==> src/rtl/sram_hold_pkg.sv <==
package sram_hold_pkg;
  typedef enum logic [1:0] {
    PORT_IDLE   = 2'd0,
    PORT_READ   = 2'd1,
    PORT_COMMIT = 2'd2
  } port_op_e;
endpackage

==> src/rtl/whb_buffer.sv <==
module whb_buffer #(
  parameter int WAW = 10,
  parameter int DW  = 32,
  parameter int BW  = DW / 8
) (
  input  logic           clk,
  input  logic           rst_n,
  input  logic           load,
  input  logic           drain,
  input  logic [WAW-1:0] ld_addr,
  input  logic [DW-1:0]  ld_data,
  input  logic [BW-1:0]  ld_mask,
  input  logic [WAW-1:0] lk_addr,
  output logic           vld,
  output logic [WAW-1:0] addr,
  output logic [DW-1:0]  data,
  output logic [BW-1:0]  mask,
  output logic           hit
);
  logic           vld_d, vld_q;
  logic [WAW-1:0] addr_q;
  logic [DW-1:0]  data_q;
  logic [BW-1:0]  mask_q;

  always_comb begin
    vld_d = vld_q;
    if (drain) vld_d = 1'b0;
    if (load)  vld_d = 1'b1;
  end

  always_ff @(posedge clk or negedge rst_n) begin
    if (!rst_n) begin
      vld_q  <= 1'b0;
      addr_q <= '0;
      data_q <= '0;
      mask_q <= '0;
    end else begin
      vld_q <= vld_d;
      if (load) begin
        addr_q <= ld_addr;
        data_q <= ld_data;
        mask_q <= ld_mask;
      end
    end
  end

  assign vld  = vld_q;
  assign addr = addr_q;
  assign data = data_q;
  assign mask = mask_q;
  assign hit  = vld_q && (addr_q == lk_addr);


  no_lost_write_chk: assert property (@(posedge clk) disable iff (!rst_n)
    (load && vld_q) |-> drain);
endmodule

==> src/rtl/whb_port_arb.sv <==
module whb_port_arb
  import sram_hold_pkg::*;
#(
  parameter int WAW = 10,
  parameter int DW  = 32,
  parameter int BW  = DW / 8
) (
  input  logic           clk,
  input  logic           rst_n,
  input  logic           req_valid,
  input  logic           req_we,
  input  logic [WAW-1:0] req_waddr,
  input  logic           buf_vld,
  input  logic [WAW-1:0] buf_addr,
  input  logic [DW-1:0]  buf_data,
  input  logic [BW-1:0]  buf_mask,
  output logic           load,
  output logic           drain,
  output logic           mem_en,
  output logic           mem_we,
  output logic [WAW-1:0] mem_addr,
  output logic [DW-1:0]  mem_wdata,
  output logic [BW-1:0]  mem_wmask
);
  port_op_e op;

  always_comb begin
    if (req_valid && !req_we) op = PORT_READ;
    else if (buf_vld)         op = PORT_COMMIT;
    else                      op = PORT_IDLE;
  end

  always_comb begin
    mem_en    = 1'b0;
    mem_we    = 1'b0;
    mem_addr  = '0;
    mem_wdata = '0;
    mem_wmask = '0;
    drain     = 1'b0;
    unique case (op)
      PORT_READ: begin
        mem_en   = 1'b1;
        mem_addr = req_waddr;
      end
      PORT_COMMIT: begin
        mem_en    = 1'b1;
        mem_we    = 1'b1;
        mem_addr  = buf_addr;
        mem_wdata = buf_data;
        mem_wmask = buf_mask;
        drain     = 1'b1;
      end
      default: ;
    endcase
  end

  assign load = req_valid && req_we;


  read_owns_port_chk: assert property (@(posedge clk) disable iff (!rst_n)
    (req_valid && !req_we) |-> (mem_en && !mem_we && mem_addr == req_waddr));

  idle_port_chk: assert property (@(posedge clk) disable iff (!rst_n)
    (!req_valid && !buf_vld) |-> !mem_en);
endmodule

==> src/rtl/whb_resp.sv <==
module whb_resp #(
  parameter int DW = 32,
  parameter int BW = DW / 8
) (
  input  logic          clk,
  input  logic          rst_n,
  input  logic          acc_valid,
  input  logic          acc_read,
  input  logic [BW-1:0] acc_mask,
  input  logic          fwd_hit,
  input  logic [DW-1:0] fwd_data,
  input  logic [BW-1:0] fwd_mask,
  input  logic [DW-1:0] mem_rdata,
  output logic          rsp_valid,
  output logic [DW-1:0] rsp_rdata
);
  logic [DW-1:0] rbits_d, fbits_d;
  logic          vld_q, rd_q;
  logic [DW-1:0] rbits_q, fbits_q, fdata_q;

  for (genvar b = 0; b < BW; b++) begin : g_bytes
    assign rbits_d[8*b +: 8] = {8{acc_mask[b]}};
    assign fbits_d[8*b +: 8] = {8{fwd_hit & fwd_mask[b]}};
  end

  always_ff @(posedge clk or negedge rst_n) begin
    if (!rst_n) begin
      vld_q   <= 1'b0;
      rd_q    <= 1'b0;
      rbits_q <= '0;
      fbits_q <= '0;
      fdata_q <= '0;
    end else begin
      vld_q <= acc_valid;
      rd_q  <= acc_valid && acc_read;
      if (acc_valid && acc_read) begin
        rbits_q <= rbits_d;
        fbits_q <= fbits_d;
        fdata_q <= fwd_data;
      end
    end
  end

  assign rsp_valid = vld_q;
  assign rsp_rdata = rd_q ? (((mem_rdata & ~fbits_q) | (fdata_q & fbits_q)) & rbits_q) : '0;


  rsp_follows_req_chk: assert property (@(posedge clk) disable iff (!rst_n)
    acc_valid |=> rsp_valid);

  no_spurious_rsp_chk: assert property (@(posedge clk) disable iff (!rst_n)
    !acc_valid |=> !rsp_valid);
endmodule

==> src/rtl/sram_hold_fwd.sv <==
module sram_hold_fwd #(
  parameter int ADDR_W = 12,
  parameter int DATA_W = 32
) (
  input  logic                clk,
  input  logic                rst_n,
  input  logic                req_valid,
  input  logic                req_we,
  input  logic [ADDR_W-1:0]   req_addr,
  input  logic [DATA_W-1:0]   req_wdata,
  input  logic [DATA_W/8-1:0] req_mask,
  output logic                rsp_valid,
  output logic [DATA_W-1:0]   rsp_rdata,
  output logic                mem_en,
  output logic                mem_we,
  output logic [ADDR_W-3:0]   mem_addr,
  output logic [DATA_W-1:0]   mem_wdata,
  output logic [DATA_W/8-1:0] mem_wmask,
  input  logic [DATA_W-1:0]   mem_rdata
);
  localparam int WAW = ADDR_W - 2;
  localparam int BW  = DATA_W / 8;

  logic [WAW-1:0]    waddr;
  logic [1:0]        unused_lsb;
  logic              load, drain, buf_vld, buf_hit;
  logic [WAW-1:0]    buf_addr;
  logic [DATA_W-1:0] buf_data;
  logic [BW-1:0]     buf_mask;

  assign waddr      = req_addr[ADDR_W-1:2];
  assign unused_lsb = req_addr[1:0];

  whb_buffer #(.WAW(WAW), .DW(DATA_W), .BW(BW)) u_buf (
    .clk(clk), .rst_n(rst_n), .load(load), .drain(drain),
    .ld_addr(waddr), .ld_data(req_wdata), .ld_mask(req_mask),
    .lk_addr(waddr), .vld(buf_vld), .addr(buf_addr),
    .data(buf_data), .mask(buf_mask), .hit(buf_hit)
  );

  whb_port_arb #(.WAW(WAW), .DW(DATA_W), .BW(BW)) u_arb (
    .clk(clk), .rst_n(rst_n), .req_valid(req_valid), .req_we(req_we),
    .req_waddr(waddr), .buf_vld(buf_vld), .buf_addr(buf_addr),
    .buf_data(buf_data), .buf_mask(buf_mask), .load(load), .drain(drain),
    .mem_en(mem_en), .mem_we(mem_we), .mem_addr(mem_addr),
    .mem_wdata(mem_wdata), .mem_wmask(mem_wmask)
  );

  whb_resp #(.DW(DATA_W), .BW(BW)) u_rsp (
    .clk(clk), .rst_n(rst_n), .acc_valid(req_valid), .acc_read(!req_we),
    .acc_mask(req_mask), .fwd_hit(buf_hit), .fwd_data(buf_data),
    .fwd_mask(buf_mask), .mem_rdata(mem_rdata),
    .rsp_valid(rsp_valid), .rsp_rdata(rsp_rdata)
  );


  write_after_write_chk: assert property (@(posedge clk) disable iff (!rst_n)
    ($past(req_valid && req_we) && req_valid && req_we) |->
      (mem_en && mem_we && mem_addr == $past(req_addr[ADDR_W-1:2])
       && mem_wdata == $past(req_wdata) && mem_wmask == $past(req_mask)));

  idle_commit_chk: assert property (@(posedge clk) disable iff (!rst_n)
    ($past(req_valid && req_we) && !req_valid) |->
      (mem_en && mem_we && mem_addr == $past(req_addr[ADDR_W-1:2])));
endmodule

==> config.mk <==
export PLATFORM = sky130hd
export DESIGN_NAME = sram_hold_fwd
export DESIGN_NICKNAME = d
export VERILOG_FILES = /design/src/rtl/sram_hold_pkg.sv /design/src/rtl/whb_buffer.sv /design/src/rtl/whb_port_arb.sv /design/src/rtl/whb_resp.sv /design/src/rtl/sram_hold_fwd.sv
export SDC_FILE = /design/constraint.sdc
export NUM_CORES = 1
export LEC_CHECK = 0
export ABC_CLOCK_PERIOD_IN_PS = 2050
export BUFFER_PORTS_ARGS = -buffer_cell sky130_fd_sc_hd__buf_4
export CAP_MARGIN = 20
export CORE_ASPECT_RATIO = 1.4
export CORE_MARGIN = 3
export CORE_UTILIZATION = 30
export CTS_CLUSTER_DIAMETER = 50
export DETAILED_ROUTE_END_ITERATION = 16
export PLACE_DENSITY_LB_ADDON = 0.25
export SLEW_MARGIN = 20
export SYNTH_ARGS = -nofsm -noshare
export SYNTH_HDL_FRONTEND = slang
export SYNTH_SLANG_ARGS = --single-unit
==> constraint.sdc <==
create_clock -name clk -period 2.05 [get_ports clk]
set_input_delay 0.1025 -clock clk [delete_from_list [all_inputs] [get_ports clk]]
set_output_delay 0.1025 -clock clk [all_outputs]
set_load 0.01 [all_outputs]
# --- Word level (Yosys, flattened, before mapping) ---
# Cells that the tools add are included.
word_totals:
  elab_cells: 37
  register_bits: 131
  output_inout_bits: 81
  in_bits: 84
op_classes:
  n_reduce_logical: 6
  n_eq_ne: 3
  n_mux: 10
  n_bitwise: 9
op_table:
  columns: ["cell", "count"]
  rows:
  - ["AND 32 bit", 3]
  - ["two-way mux 32 bit", 2]
  - ["NOT 32 bit", 1]
  - ["bitwise OR 32 bit", 1]
  - ["one-hot mux 10 bit (2 select lines)", 1]
  - ["== test 10 bit", 1]
  - ["AND 1 bit", 4]
  - ["two-way mux 1 bit", 4]
  - ["two-way mux 2 bit", 2]
  - ["two-way mux 4 bit", 1]
  - ["logical AND 1 bit", 3]
  - ["== test 2 x 1 -> 1 bit (second input constant)", 1]
  - ["== test 2 bit (second input constant)", 1]
  - ["nonzero test 2 bit", 1]
  - ["OR reduction 2 bit", 1]
  - ["zero test 1 bit", 1]

# --- Depth between registers and ports, before layout ---
logic_depth:
  ltp_word: 7
  ltp_mapped: 7
  depth_no_buf: 5

# --- Hierarchy ---
# From an unflattened synthesis, not the netlist that was laid out.
hier_totals:
  cells_unflattened: 367
  hier_area_um2: 4694.5
modules_own_cells:
  columns: ["mod", "seq_area_each_um2", "area_each_um2", "cells_per_inst", "instances"]
  rows:
  - ["whb_resp", 1051.0, 2214.6, 168, 1]
  - ["whb_buffer", 1176.1, 1974.4, 114, 1]
  - ["whb_port_arb", 0.0, 501.7, 84, 1]
  - ["sram_hold_fwd", 0.0, 3.8, 1, 1]

# --- Worst setup path before layout ---
# No wires, ideal clock.
synth_path:
  path_kind: "flip-flop to flip-flop"
  from: "register u_buf.addr_q[7], in the netlist u_buf.addr[7]"
  to: "register u_rsp.fbits_q[15]"
  arrival_ns: 1.145
  path_buffers: 0
  path_stages_with_launch: 5
  slack_ns: 0.839
  cell_sequence: "dfrtp_1 -> xnor2_1 -> nand4_1 -> nor4_4 -> a22o_1"
synth_between:
  elab_chain_cells: 3
synth_lines:
  columns: ["element", "line_no", "rtl"]
  rows:
  - ["start, declared", "whb_buffer.sv:21", "logic [WAW-1:0] addr_q;"]
  - ["start signal, assigned", "whb_buffer.sv:40", "addr_q <= ld_addr;"]
  - ["== test 10 bit", "whb_buffer.sv:51", "assign hit = vld_q && (addr_q == lk_addr);"]
  - ["logical AND 1 bit", "whb_buffer.sv:51", null]
  - ["AND 1 bit", "whb_resp.sv:23", "assign fbits_d[8*b +: 8] = {8{fwd_hit & fwd_mask[b]}};"]
  - ["end signal, assigned", "whb_resp.sv:38", "fbits_q <= fbits_d;"]
  - ["end, declared", "whb_resp.sv:19", "logic [DW-1:0] rbits_q, fbits_q, fdata_q;"]
# No other way between the ends.
# A chain may end at the register's enable or synchronous reset.

# --- Worst setup path in the final report ---
layout_path:
  from: "input req_valid"
  to: "output mem_addr[4]"
layout_between:
  elab_chain_cells: 4
  word_cells_on_any_way: 5
  classes_between: "2 x eq/ne; 2 x mux; 1 x reduce/logical"
layout_lines:
  columns: ["element", "line_no", "rtl"]
  rows:
  - ["start, declared", "sram_hold_fwd.sv:7", "input logic req_valid,"]
  - ["logical AND 1 bit (*)", "whb_port_arb.sv:28", "if (req_valid && !req_we) op = PORT_READ;"]
  - ["two-way mux 2 bit (*)", "whb_port_arb.sv:28", null]
  - ["== test 2 bit or == test 2 x 1 -> 1 bit (tied branches)", "whb_port_arb.sv:40", "unique case (op)"]
  - ["one-hot mux 10 bit (2 select lines) (*)", "whb_port_arb.sv:40", null]
  - ["end, declared", "sram_hold_fwd.sv:16", "output logic [ADDR_W-3:0] mem_addr,"]
# Mark *: on every way between the ends. The rest lies on a longest branch, timed or not.

==> results.cfg <==
[floorplanning]
start_util_pct = 30.7
io_pins = 165
die_w_um = 107
num_rows = 51
placeableCoreArea_um2 = 14000
fp.dieH_um = 148
dieArea_um2 = 15800

[yosys]
postSynthCellCount = 430
yosysSeqAreaShare_pct = 51.9
synthesis.nets = 514
synth_area_um2 = 4290
synth.avg_cell_area_um2 = 9.98
yosys_warnings = 0
synth_seq_cells = 89
synthDistinctLibCells = 19

[clock_tree]
clkLatencyLatePin_ps = 340
post_cts_buffers = 0
cts_made_buffers = 9
h-tree-depth = 3
cts_sinks = 89
cts_tree = built
clockBufferDepth = 2
clk_pin_slew_worst_paths_ps = 60
cts_root_buffer = clkbuf_16

[setup_path]
cp_max_fo = 47
regToRegStartpoint = u_buf.addr[6]
startpoint_type = primary input
cp_data_required_time_ps = 1950
arrival_ps = 1700
setup.worst_path.class = in -> out
startpoint = req_valid
worst_setup_path_end_kind = output port

[route]
wl_per_cell_um = 15.2
drc = 0
num_vias = 3689
first_iter_violations = 87
dr.pass1.iters = 4
ant_nets = 0
vias_per_cell = 4.57
wl_um = 12300

[power]
p_leak_nw = 3.24
p_int_mw = 3.70
comb_power_share_pct = 18.6
p_sw_share_pct = 25.2
power.density_nw_per_um2 = 771
p_total_mw = 4.95
p_clk_share_pct = 37.1
p_sw_mw = 1.25
seq_power_share_pct = 44.3
irDropWorstVdd_v = 0.000350

[run_status]
status = completed

[global_routing]
grt_usage_pct = 15.5
grt_overflow = 0
grt_pass1_wl_um = 19300
grt_pass1_vias = 3830
antenna_found_initial = 0
grt_max_degree = 89

[timing]
fmax_ghz = 0.554
rsz0062_at_grt = false
layout_min_cycle_time_ps = 1810
finalCritPeriodShare_pct = 88.1
slew_viol_final = 0
fin_setup_tns_ps = 0
worst_slew_pin_slew_ps = 545
final.setup_skew_ps = 5.82
setup_viol = 0
final-hold-violation-count = 0
timing.slew.headroom_pct = 63.6

[layout]
num-fill-cells = 1324
nNetsFinal = 702
area_delta_synth_final_pct = 49.6
final_common_cell = buf_4
layout_common_cells = buf_4, nand2_1, dfrtp_1, mux2_2
diodes = 0
seqCellArea_um2 = 2230
multi_input_area_um2 = 1940
layout-drive-gt1-share_pct = 37.9

[place]
dp_hpwl_um = 8460
gp_congestion = 0.767
port_buffers = 162

[worst_hold_path]
hold_path_class = in -> reg
worstHoldStart = req_wdata[21]

[flow_run]
drv_cap = 0
-- repair_timing --
item | in CTS | in global routing
gates resized for setup | 0 | 0
hold buffers | 35 | 1
hold endpoints to repair | 70 | 1
-- worst paths after layout --
check / cells past startpoint / slack [ps] / endpoint
worst max register to register: 4 / 550 / u_rsp.fbits_q[15]
max in group asynchronous: 3 / 1110 / u_rsp.fdata_q[8]
worst max-delay path: 8 / 240 / mem_addr[4]
worst min register to register: 2 / 470 / u_rsp.fdata_q[27]
worst min-delay path: 2 / 20 / u_buf.data[21]
min in group asynchronous: 2 / 280 / u_buf.data[21]
-- sequential cells by signal (all words and copies together) (netlist names) --
| signal | cells |
|---|---|
| u_buf.addr | 10 |
| u_buf.data | 32 |
| u_buf.mask | 4 |
| u_buf.vld | 1 |
| u_rsp.fbits_q | 4 |
| u_rsp.fdata_q | 32 |
| u_rsp.rbits_q | 4 |
| u_rsp.rd_q | 1 |
| u_rsp.rsp_valid | 1 |
-- layout make-up --
| cell class | instances | area share (%) |
|---|---|---|
| multi-input cells | 312 | 30.2 |
| flip-flops and latches | 89 | 34.7 |
| clock inverters | 4 | 1.15 |
| repair buffers | 205 | 26.2 |
| inverters | 1 | 0.0585 |
| well taps | 185 | 3.61 |
| clock buffers | 12 | 4.15 |
-- cells by family (layout without fill, tap and decap cells) --
| group | after synthesis | in the layout | synth area share (%) |
|---|---|---|---|
| mux | 78 | 78 | 19.5 |
| flops | 89 | 89 | 51.9 |
| buf+inv | 29 | 222 | 3.15 |
| xor+xnor | 10 | 10 | 2.04 |
| compound gates | 5 | 5 | 0.992 |
| simple gates | 219 | 219 | 22.4 |
-- synthesized netlist by cell type --
master	instances	share of area [%]
buf_6	1	0.26
mux2i_1	32	7.5
nor4_4	1	0.50
inv_2	1	0.087
o21a_1	1	0.18
nand3_2	1	0.23
nand4_1	1	0.15
nand2_1	134	12
mux2_2	46	12
nand2b_1	2	0.29
and2_1	1	0.15
clkbuf_1	12	1.0
nor2_1	32	2.8
xnor2_1	10	2.0
dfrtp_1	89	52
a22o_1	4	0.82
buf_2	15	1.7
and3_1	36	5.2
nand3_1	11	1.3
-- routing by layer --
metal	track usage (%)	wire (um)	vias up
met5	0	0	-
met4	6.40	252	0
met2	28.4	6660	89
met3	2.66	421	17
li1	-	-	1793
met1	17.7	4930	1790
-- worst max-delay path, stage by stage --
cell and delay (ps):
dlygate4sd3_1 520, buf_4 140, nand2b_4 70, inv_2 70
buf_4 460, nand2_1 100, nand2_1 100, buf_4 120
-- through the flow --
| step | worst slack, ps | hold WS [ps] | util [%] | cell area, um^2 | cells |
|---|---|---|---|---|---|
| 2_1_floorplan | 839 | -193 | - | 4290 | 430 |
| 3_3_place_gp | 566 | 106 | 40.9 | 5720 | 756 |
| 3_5_place_dp | 512 | 106 | 40.9 | 5720 | 756 |
| 4_1_cts | 227 | 1.37 | 45.9 | 6410 | 807 |
| 5_1_grt | 104 | 1.10 | 45.9 | 6420 | 808 |
| 6_report | 244 | 17.0 | 45.9 | 6420 | 808 |
-- power by group through the flow --
stage / registers (mW) / logic [mW] / clock network [mW]
floorplan: 2.17 / 0.481 / 0
finish: 2.19 / 0.920 / 1.84
detailed placement: 2.23 / 0.878 / 0
global placement: 2.22 / 0.862 / 0
CTS: 2.19 / 0.937 / 1.90
global route: 2.23 / 1.02 / 1.96
Note: power is estimated with default switching activity, not from simulation.
